## src/rtl/pm_wake_pkg.sv

```systemverilog
`timescale 1ns/1ps
// Shared types for the sleep / wake / reset-cause controller.
// Assumes: consumers import the package; no state lives here.
package pm_wake_pkg;

    // Controller states; RST_HOLD is also the power-up state.
    typedef enum logic [1:0] {
        ST_RUN      = 2'd0,
        ST_SLEEP    = 2'd1,
        ST_WAKE_DLY = 2'd2,
        ST_RST_HOLD = 2'd3
    } pm_state_e;

    // Reset sources seen by the controller.
    typedef struct packed {
        logic por;
        logic lvd;
        logic pin;
        logic wdt;
    } rst_src_t;

endpackage

```

## src/rtl/pm_wake_detect.sv

```systemverilog
`timescale 1ns/1ps
// Combines interrupt wake requests with their enables.
// Assumes: requests are level signals synchronous to clk.
module pm_wake_detect #(
    parameter int NIRQ = 2
) (
    input  logic [NIRQ-1:0] req_i,
    input  logic [NIRQ-1:0] en_i,
    output logic            wake_any_o
);

    logic [NIRQ-1:0] hit;

    // One gate per request line: a request only counts when enabled.
    for (genvar g = 0; g < NIRQ; g++) begin : g_hit
        assign hit[g] = req_i[g] & en_i[g];
    end

    // Any enabled request wakes the core.
    assign wake_any_o = |hit;

endmodule

```

## src/rtl/pm_delay_timer.sv

```systemverilog
`timescale 1ns/1ps
// Two-phase stabilisation timer: FIX_TICKS cycles, then OSC_CYCLES cycles.
// Assumes: run_i stays high for the whole delay; dropping it clears the timer.
// done_o is high in the last cycle, so a run lasts FIX_TICKS+OSC_CYCLES cycles.
module pm_delay_timer #(
    parameter int FIX_TICKS  = 576,
    parameter int OSC_CYCLES = 128
) (
    input  logic clk,
    input  logic rst_n,
    input  logic run_i,
    output logic done_o
);

    localparam int FW = (FIX_TICKS  > 1) ? $clog2(FIX_TICKS)  : 1;
    localparam int OW = (OSC_CYCLES > 1) ? $clog2(OSC_CYCLES) : 1;
    localparam logic [FW-1:0] FIX_LAST = FW'(FIX_TICKS - 1);
    localparam logic [OW-1:0] OSC_LAST = OW'(OSC_CYCLES - 1);

    logic [FW-1:0] fix_cnt;
    logic [OW-1:0] osc_cnt;
    logic          in_osc;

    // Count the fixed part, then the oscillator part; clear when idle.
    always_ff @(posedge clk) begin
        if (!rst_n || !run_i) begin
            fix_cnt <= '0;
            osc_cnt <= '0;
            in_osc  <= 1'b0;
        end else if (!in_osc) begin
            if (fix_cnt == FIX_LAST) begin
                in_osc  <= 1'b1;
                fix_cnt <= '0;
            end else begin
                fix_cnt <= fix_cnt + 1'b1;
            end
        end else if (osc_cnt != OSC_LAST) begin
            osc_cnt <= osc_cnt + 1'b1;
        end
    end

    // Last cycle of the oscillator phase.
    assign done_o = run_i && in_osc && (osc_cnt == OSC_LAST);

    // a freshly started delay never finishes in its first cycle.
    a_r11_fresh_start: assert property (@(posedge clk) disable iff (!rst_n)
        $rose(run_i) |-> !done_o);

endmodule

```

## src/rtl/pm_cause_reg.sv

```systemverilog
`timescale 1ns/1ps
// Holds the PD (power-down) and TO (time-out) reset-cause bits.
// Priority: detector reset > watchdog time-out > sleep entry.
// Assumes: sleep_ent_i is only high when no reset source is present.
module pm_cause_reg (
    input  logic clk,
    input  logic rst_n,
    input  logic por_lvd_i,
    input  logic wdt_tmo_i,
    input  logic sleep_ent_i,
    output logic pd_o,
    output logic to_o
);

    // Update the cause bits by source priority.
    always_ff @(posedge clk) begin
        if (!rst_n || por_lvd_i) begin
            pd_o <= 1'b1;
            to_o <= 1'b1;
        end else if (wdt_tmo_i) begin
            to_o <= 1'b0;
        end else if (sleep_ent_i) begin
            pd_o <= 1'b0;
            to_o <= 1'b1;
        end
    end

    // detector resets set both bits.
    a_r8_detect_sets: assert property (@(posedge clk) disable iff (!rst_n)
        por_lvd_i |=> (pd_o && to_o));
    // a time-out clears TO and keeps PD.
    a_r7_tmo_clears_to: assert property (@(posedge clk) disable iff (!rst_n)
        (wdt_tmo_i && !por_lvd_i) |=> (!to_o && $stable(pd_o)));
    // sleep entry gives PD=0, TO=1.
    a_r2_sleep_cause: assert property (@(posedge clk) disable iff (!rst_n)
        (sleep_ent_i && !por_lvd_i && !wdt_tmo_i) |=> (!pd_o && to_o));

endmodule

```

## src/rtl/pm_wake_fsm.sv

```systemverilog
`timescale 1ns/1ps
// Power state machine: RUN, SLEEP, WAKE_DLY and RST_HOLD.
// A reset source in any state goes to RST_HOLD; an enabled wake in SLEEP
// goes to WAKE_DLY. The wake delay after a reset keeps the core in reset.
// Assumes: rst_any_i and wake_any_i are synchronous to clk.
module pm_wake_fsm
    import pm_wake_pkg::*;
(
    input  logic      clk,
    input  logic      rst_n,
    input  logic      sleep_req_i,
    input  logic      wake_any_i,
    input  logic      gie_i,
    input  logic      rst_any_i,
    input  logic      dly_done_i,
    output pm_state_e state_o,
    output logic      sleep_ent_o,
    output logic      dly_run_o,
    output logic      core_rst_o,
    output logic      osc_en_o,
    output logic      wdt_clr_o,
    output logic      resume_o,
    output logic      resume_isr_o
);

    pm_state_e state, nxt;
    logic      from_rst;
    logic      gie_cap;
    logic      wake_go;
    logic      dly_end;

    assign sleep_ent_o = (state == ST_RUN) && sleep_req_i && !rst_any_i;
    assign wake_go     = (state == ST_SLEEP) && wake_any_i && !rst_any_i;
    assign dly_end     = (state == ST_WAKE_DLY) && dly_done_i && !rst_any_i;

    // Next-state choice; reset sources take priority in every state.
    always_comb begin
        nxt = state;
        if (rst_any_i) begin
            nxt = ST_RST_HOLD;
        end else begin
            unique case (state)
                ST_RUN:      if (sleep_req_i) nxt = ST_SLEEP;
                ST_SLEEP:    if (wake_any_i)  nxt = ST_WAKE_DLY;
                ST_WAKE_DLY: if (dly_done_i)  nxt = ST_RUN;
                ST_RST_HOLD: nxt = ST_WAKE_DLY;
                default:     nxt = ST_RST_HOLD;
            endcase
        end
    end

    // State register; power-up starts in reset hold.
    always_ff @(posedge clk) begin
        if (!rst_n) state <= ST_RST_HOLD;
        else        state <= nxt;
    end

    // Remember whether the pending delay follows a reset or a wake.
    always_ff @(posedge clk) begin
        if (!rst_n || rst_any_i) from_rst <= 1'b1;
        else if (wake_go)        from_rst <= 1'b0;
    end

    // Capture the global enable at the wake event.
    always_ff @(posedge clk) begin
        if (!rst_n)       gie_cap <= 1'b0;
        else if (wake_go) gie_cap <= gie_i;
    end

    // Registered one-cycle pulses: watchdog clear and resume.
    always_ff @(posedge clk) begin
        if (!rst_n) begin
            wdt_clr_o    <= 1'b0;
            resume_o     <= 1'b0;
            resume_isr_o <= 1'b0;
        end else begin
            wdt_clr_o    <= sleep_ent_o;
            resume_o     <= dly_end && !from_rst;
            resume_isr_o <= dly_end && !from_rst && gie_cap;
        end
    end

    assign state_o    = state;
    assign dly_run_o  = (state == ST_WAKE_DLY);
    assign core_rst_o = (state == ST_RST_HOLD) || ((state == ST_WAKE_DLY) && from_rst);
    assign osc_en_o   = (state != ST_SLEEP);

    // the vector flag only comes with the resume pulse.
    a_r5_isr_with_resume: assert property (@(posedge clk) disable iff (!rst_n)
        resume_isr_o |-> resume_o);
    // resume is a single-cycle pulse.
    a_r5_resume_single: assert property (@(posedge clk) disable iff (!rst_n)
        resume_o |=> !resume_o);
    // no resume while the core is held in reset.
    a_r6_no_resume_in_reset: assert property (@(posedge clk) disable iff (!rst_n)
        resume_o |-> !core_rst_o);
    // a reset source while asleep resets the core.
    a_r6_rst_in_sleep: assert property (@(posedge clk) disable iff (!rst_n)
        ((state == ST_SLEEP) && rst_any_i) |=> core_rst_o);
    // watchdog clear lasts one cycle.
    a_r2_wdt_clr_single: assert property (@(posedge clk) disable iff (!rst_n)
        wdt_clr_o |=> !wdt_clr_o);
    // the oscillator only stops after a sleep strobe.
    a_r10_osc_off_cause: assert property (@(posedge clk) disable iff (!rst_n)
        $fell(osc_en_o) |-> $past(sleep_req_i));
    // an enabled wake restarts the oscillator without a core reset.
    a_r4_irq_wakes: assert property (@(posedge clk) disable iff (!rst_n)
        wake_go |=> (osc_en_o && !core_rst_o));

endmodule

```

## src/rtl/pm_wake_ctrl.sv

```systemverilog
`timescale 1ns/1ps
// Top of the sleep / wake-up / reset-cause controller.
// Gathers reset sources, combines interrupt wakes, and connects the state
// machine, the stabilisation timer and the cause bits.
// Assumes: all inputs are synchronous to the always-on clk.
module pm_wake_ctrl
    import pm_wake_pkg::*;
#(
    parameter int NIRQ       = 2,
    parameter int FIX_TICKS  = 576,
    parameter int OSC_CYCLES = 128
) (
    input  logic            clk,
    input  logic            rst_n,
    input  logic            sleep_req_i,
    input  logic [NIRQ-1:0] irq_req_i,
    input  logic [NIRQ-1:0] irq_en_i,
    input  logic            gie_i,
    input  logic            por_det_i,
    input  logic            lvd_det_i,
    input  logic            ext_rst_i,
    input  logic            wdt_tmo_i,
    output logic            osc_en_o,
    output logic            wdt_clr_o,
    output logic            core_rst_o,
    output logic            pd_o,
    output logic            to_o,
    output logic            resume_o,
    output logic            resume_isr_o
);

    rst_src_t  src;
    logic      rst_any;
    logic      wake_any;
    logic      sleep_ent;
    logic      dly_run;
    logic      dly_done;
    pm_state_e state;

    // Collect reset sources.
    assign src     = '{por: por_det_i, lvd: lvd_det_i, pin: ext_rst_i, wdt: wdt_tmo_i};
    assign rst_any = |src;

    pm_wake_detect #(.NIRQ(NIRQ)) u_detect (
        .req_i      (irq_req_i),
        .en_i       (irq_en_i),
        .wake_any_o (wake_any)
    );

    pm_wake_fsm u_fsm (
        .clk          (clk),
        .rst_n        (rst_n),
        .sleep_req_i  (sleep_req_i),
        .wake_any_i   (wake_any),
        .gie_i        (gie_i),
        .rst_any_i    (rst_any),
        .dly_done_i   (dly_done),
        .state_o      (state),
        .sleep_ent_o  (sleep_ent),
        .dly_run_o    (dly_run),
        .core_rst_o   (core_rst_o),
        .osc_en_o     (osc_en_o),
        .wdt_clr_o    (wdt_clr_o),
        .resume_o     (resume_o),
        .resume_isr_o (resume_isr_o)
    );

    pm_delay_timer #(.FIX_TICKS(FIX_TICKS), .OSC_CYCLES(OSC_CYCLES)) u_timer (
        .clk    (clk),
        .rst_n  (rst_n),
        .run_i  (dly_run),
        .done_o (dly_done)
    );

    pm_cause_reg u_cause (
        .clk         (clk),
        .rst_n       (rst_n),
        .por_lvd_i   (src.por | src.lvd),
        .wdt_tmo_i   (src.wdt),
        .sleep_ent_i (sleep_ent),
        .pd_o        (pd_o),
        .to_o        (to_o)
    );

    // a pin-only reset leaves the cause bits alone.
    a_r9_pin_keeps_cause: assert property (@(posedge clk) disable iff (!rst_n)
        (ext_rst_i && !por_det_i && !lvd_det_i && !wdt_tmo_i) |=> ($stable(pd_o) && $stable(to_o)));
    // detector resets hold the core in reset.
    a_r8_detect_holds: assert property (@(posedge clk) disable iff (!rst_n)
        (por_det_i || lvd_det_i) |=> core_rst_o);
    // reset during the wake delay puts the core in reset.
    a_r11_rst_in_delay: assert property (@(posedge clk) disable iff (!rst_n)
        ((state == ST_WAKE_DLY) && rst_any) |=> core_rst_o);

endmodule

```

## config.mk

```make
export PLATFORM = sky130hd
export DESIGN_NAME = pm_wake_ctrl
export DESIGN_NICKNAME = d
export VERILOG_FILES = /design/src/rtl/pm_wake_pkg.sv /design/src/rtl/pm_wake_detect.sv /design/src/rtl/pm_delay_timer.sv /design/src/rtl/pm_cause_reg.sv /design/src/rtl/pm_wake_fsm.sv /design/src/rtl/pm_wake_ctrl.sv
export SDC_FILE = /design/constraint.sdc
export NUM_CORES = 1
export LEC_CHECK = 0
export BUFFER_PORTS_ARGS = -buffer_cell sky130_fd_sc_hd__buf_2
export CAP_MARGIN = 25
export CORE_ASPECT_RATIO = 0.5
export CORE_UTILIZATION = 45
export DETAILED_ROUTE_END_ITERATION = 16
export PLACE_DENSITY = 0.73
export SLEW_MARGIN = 20
export SYNTH_ARGS = -nofsm -noshare
export SYNTH_HDL_FRONTEND = slang
export SYNTH_SLANG_ARGS = --single-unit
```

## constraint.sdc

```tcl
create_clock -name clk -period 4 [get_ports clk]
set_clock_uncertainty 0.15 [all_clocks]
set_input_delay 0.6 -clock clk [delete_from_list [all_inputs] [get_ports clk]]
set_output_delay 0.6 -clock clk [all_outputs]
set_load 0.005 [all_outputs]
```

==> results of run 1 <==
-- kinds of logic (layout without fill, tap and decap cells) --
| family | Yosys count | count (layout) | share of synthesized area [%] |
|---|---|---|---|
| compound gates | 31 | 31 | 16.0 |
| simple gates | 64 | 64 | 29.3 |
| flops | 27 | 27 | 46.3 |
| xor+xnor | 5 | 5 | 3.75 |
| fa+ha+maj | 2 | 2 | 2.14 |
| buf+inv | 8 | 28 | 2.57 |
-- metrics by stage --
| step | std cells | util, % | setup WS [ns] |
|---|---|---|---|
| 5_1_grt | 192 | 57.6 | 2.09 |
| 4_1_cts | 192 | 57.6 | 2.16 |
| 2_1_floorplan | 137 | - | 2.29 |
| 3_3_place_gp | 188 | 55.6 | 2.13 |
| 6_report | 192 | 57.6 | 2.14 |
| 3_5_place_dp | 188 | 55.6 | 2.09 |
-- metal layers --
metal / GRT usage [%] / wire length [µm]
met1: 23.7 / 1150
met2: 29.3 / 895
met3: 6.84 / 137
met4: 4.81 / 9
met5: 0 / 0
-- worst max path at each step --
stage                          start            endpoint  slack (ns)  cells past startpoint
CTS                 u_fsm.state_o[0]            osc_en_o        2.16                      3
finish              u_fsm.state_o[0]            osc_en_o        2.14                      3
floorplan                  lvd_det_i  u_fsm.resume_isr_o        2.29                      4
global placement           lvd_det_i  u_fsm.resume_isr_o        2.13                      5
global route        u_fsm.state_o[0]            osc_en_o        2.09                      3
detailed placement         lvd_det_i  u_fsm.resume_isr_o        2.09                      5
-- layout make-up --
class                           instances  area, µm²
Fill cell                             199        987
Multi-Input combinational cell        102        598
Sequential cell                        27        541
Timing Repair Buffer                   18       90.1
Clock buffer                            4       45.0
Tap cell                               35       43.8
Inverter                                6       22.5
-- cell usage in the layout, fill, tap and decap left out, types with 2 or more instances in the layout --
master / synthesis / routed
or3_1: 4 / 4
o21ai_0: 9 / 9
buf_2: 0 / 18
a21oi_1: 11 / 11
inv_1: 6 / 6
xnor2_1: 2 / 2
nor2b_1: 2 / 2
nor2_1: 14 / 14
nor4_1: 2 / 2
xor2_1: 3 / 3
clkbuf_8: 0 / 3
or4_1: 2 / 2
nand3_1: 9 / 9
nor3_1: 4 / 4
ha_1: 2 / 2
nand4_1: 4 / 4
dfxtp_1: 27 / 27
nand2_1: 14 / 14
-- worst max-delay path: cells and delay by family (launching register included) --
family,cells,cell delay (ns)
DFF,1,0.41
buffers and inverters,2,0.18
and+or+nand+nor,1,0.26
-- power by group --
part	total [W]	internal (W)	switching (W)
Sequential	0.000270	0.000269	0.000000588
Combinational	0.0000125	0.00000614	0.00000638
Clock	0.000150	0.0000712	0.0000785
==> metrics.csv, run 1 <==
metric,value,unit
finalCritPeriodShare,46.4,%
syn_area,1170,µm²
floorplan.initialDensity,50.2,%
htree_levels,1,
slew_viol_final,0,
postPlaceCellArea,1290,µm²
rsz0062_at_grt,false,
start_kind,flop,
run_status,finished clean,
drtPass1Iterations,4,
ios,19,
dpl.hpwl,1.56,mm
synth_flop_cell,dfxtp_1,
wl_per_cell,11.4,µm
io_buffers,18,
min_to,u_cause.pd_o,
die_x,74.1,µm
worstHoldPathCells,1,
hold_violations,0,
ys_seq_elements,27,
numCtsBuffers,3,
cp.required,3.25,ns
fin_crit,1.86,ns
grt_max_degree,15,
routabilityCongestion,0.808,
yosys.area.top_type,dfxtp_1,
cts_buffer_depth,2,
worstRegToRegCells,4,
viasPerCell,5.34,
setup_viol,0,
syn_to_final_growth,14.7,%
crit_slowest_cell,dfxtp_1,
hold_path_startpoint,u_cause.pd_o,
tritoncts,yes,
ir_worst_vdd,169,µV
path_clk_slew,0.08,ns
r2r-end,u_timer.fix_cnt[3],
synth_most_common_cell,dfxtp_1,
drc,0,
yosysWarningCount,0,
grt_usage,18.4,%
grt_pass1_wl,3.80,mm
yosys-top-cells-count,"dfxtp_1, nand2_1, nor2_1",
critPathKind,flop to output pin,
yosysTopAreaCellShare,46.3,%
largest_register_ffs,10,
fp.dieH,38.0,µm
layout.nets,172,
wirelength,2.19,mm
clk-insertion-delay-late,0.27,ns
leakage,0.494,nW
grt-ovfl-total,0,
drv_cap,0,
postCtsSetupBuffers,0,
drive_gt1_share,16.6,%
finalSetupTns,0,ns
ant_nets,0,
top_register,u_timer.fix_cnt,
num_rows,12,
root_buffer,clkbuf_8,
cts.sinks,27,
ctsResizeCount,0,
avgSynthCellArea,8.53,µm²
endpoint_kind,output pin,
finalPower,0.000432,W
synth-edff-count,0,
crit_path_max_incr_delay,0.41,ns
hold_path_class,flop to flop,
ys_seq_area_share,46.3,%
relSlewSlack,59.4,%
postSynthCellCount,137,
synth_nets,151,
dieArea,2820,µm²
power_density,322,nW/µm²
grt_pass1_vias,894,
synth_area_leaders,"dfxtp_1, a21oi_1, nand2_1, nor2_1, nand3_1",
hold_ws,0.306,ns
worstPathArrival,1.11,ns
ys_types,37,
core,2330,µm²
worstPathMaxFanout,5,
insertedDiodeCount,0,
reg2reg_slack,2.27,ns
final_area,1340,µm²
num_vias,1025,
r2r-start,u_timer.in_osc,
drt_iter0_markers,69,
grt_antenna_before_repair,0,
tightest_slew,0.607,ns
fmaxAchievable,539,MHz
cts_hold_buf,0,
async_reset_ff_share,0,%
path_cells,"nor2b_1, inv_1, buf_2",
Power figures use the tool's default switching activity.
==> inputs of run 2 (changes only) <==
==> constraint.sdc (replaced) <==
create_clock -name clk -period 1.84 [get_ports clk]
set_clock_uncertainty 0.15 [all_clocks]
set_input_delay 0.276 -clock clk [delete_from_list [all_inputs] [get_ports clk]]
set_output_delay 0.276 -clock clk [all_outputs]
set_load 0.005 [all_outputs]
==> metrics.csv, run 2 (synthesized netlist as in run 1, its figures left out) <==
metric,value,unit,change
run_status,finished clean,,
drive_gt1_share,19.6,%,+3.1 points
grt-ovfl-total,0,,unchanged
grt_antenna_before_repair,0,,unchanged
root_buffer,clkbuf_8,,
hold_path_class,input port to flop,,
pwr-share-clk,34.7,%,about the same
io_buffers,18,,unchanged
slew_viol_final,0,,unchanged
postPlaceCellArea,1340,µm²,+3.5%
cts_buffer_depth,2,,unchanged
wirelength,2.32,mm,+5.5%
ctsResizeCount,0,,unchanged
seqCellArea,541,µm²,unchanged
finalCritPeriodShare,90.8,%,
wl_per_cell,11.7,µm,+2.3%
fmaxAchievable,598,MHz,
cts.sinks,27,,unchanged
hold_violations,0,,unchanged
core,2330,µm²,unchanged
reg2reg_slack,0.17,ns,-2.10 ns
routabilityCongestion,0.809,,+0.12%
cp.required,1.86,ns,-1.39 ns
drtPass1Iterations,4,,unchanged
ant_nets,0,,unchanged
postCtsSetupBuffers,0,,unchanged
p_switching,0.000187,W,+120%
fillers,209,,+5.0%
fp.dieH,38.0,µm,unchanged
multi_input_area,598,µm²,unchanged
drv_cap,0,,unchanged
top_register,u_timer.fix_cnt,,
die_x,74.1,µm,unchanged
swShare,19.8,%,+0.042 points
htree_levels,1,,unchanged
numCtsBuffers,3,,unchanged
grt_max_degree,15,,unchanged
power_frac_comb,3.0,%,about the same
grt_pass1_vias,979,,+9.5%
drc,0,,unchanged
dpl.hpwl,1.72,mm,+10%
relSlewSlack,73.7,%,+14 points
start_kind,flop,,
leakage,0.524,nW,+6.1%
finalPower,0.000941,W,+120%
largest_register_ffs,10,,unchanged
viasPerCell,5.42,,+1.6%
endpoint_kind,flop,,
num_rows,12,,unchanged
pwr-share-seq,62.3,%,about the same
clk-insertion-delay-late,0.27,ns,about the same
num_vias,1074,,+4.8%
path_clk_slew,0.09,ns,about the same
rsz0062_at_grt,false,,
insertedDiodeCount,0,,unchanged
critPathKind,flop to flop,,
cts_hold_buf,0,,unchanged
dieArea,2820,µm²,unchanged
final_common_cell,dfxtp_1,,
tritoncts,yes,,
finalSetupTns,0,ns,unchanged
cellInternalPower,0.000754,W,+120%
ir_worst_vdd,487,µV,+190%
final_area,1390,µm²,+3.4%
setup_viol,0,,unchanged
grt_pass1_wl,4.10,mm,+7.8%
drt_iter0_markers,81,,+17%
tightest_slew,0.392,ns,-0.214 ns
power_density,679,nW/µm²,+110%
grt_usage,19.6,%,+1.2 points
syn_to_final_growth,18.5,%,
worstPathMaxFanout,4,,-1
floorplan.initialDensity,50.2,%,unchanged
worstPathArrival,1.69,ns,+0.58 ns
mostFrequentLayoutCells,"dfxtp_1, buf_2, nor2_1, nand2_1, a21oi_1",,
layout.nets,178,,+3.5%
ios,19,,unchanged
fin_crit,1.67,ns,
-- run 2: cell types whose count changed in the layout (fill, tap and decap cells not counted), sizes merged --
cell | before | now
buf | 18 | 24
-- run 2: final timing paths --
path | cells after the start | startpoint | end
hold / removal | 3 | gie_i | u_fsm.gie_cap
setup reg to reg | 4 | u_timer.fix_cnt[8] | u_timer.fix_cnt[9]
hold reg to reg | 2 | u_fsm.from_rst | u_fsm.from_rst
setup / recovery | 4 | u_timer.fix_cnt[8] | u_timer.fix_cnt[9]
-- run 2: area by class of cell --
class | instances | share of cell area [%]
Timing Repair Buffer | 24 | 9.76
Inverter | 6 | 1.63
Sequential cell | 27 | 39.0
Tap cell | 35 | 3.16
Multi-Input combinational cell | 102 | 43.2
Clock buffer | 4 | 3.25
-- run 2: critical path: stages, from the launching register on --
cell and delay (ns):
dfxtp_1 0.34, or3b_4 0.41, or4_1 0.52, nand2_1 0.10, nor2_1 0.05
-- run 2: metrics by stage --
stage               util, %  hold WS [ns]  std cells  setup slack, ns
floorplan                 -         0.229        137            0.247
global placement       57.6         0.284        194            0.207
detailed placement     57.6         0.291        194            0.190
CTS                    59.5         0.111        198            0.173
global route           59.5         0.121        198           0.0839
finish                 59.5         0.113        198            0.169
-- run 2: power by group through the flow --
| stage | Combinational, W | Sequential (W) | Clock [W] |
|---|---|---|---|
| after floorplan | 0.0000103 | 0.000600 | 0 |
| after global placement | 0.0000277 | 0.000600 | 0 |
| after detailed placement | 0.0000282 | 0.000600 | 0 |
| after CTS | 0.0000282 | 0.000586 | 0.000330 |
| after global routing | 0.0000316 | 0.000586 | 0.000355 |
| final | 0.0000281 | 0.000586 | 0.000326 |
-- run 2: per-layer routing --
layer	vias up	wire [µm]	GRT usage [%]
met5	-	0	0
met4	0	12	5.29
met3	2	116	6.05
met2	29	1010	35.0
met1	497	1180	23.3
li1	546	-	-
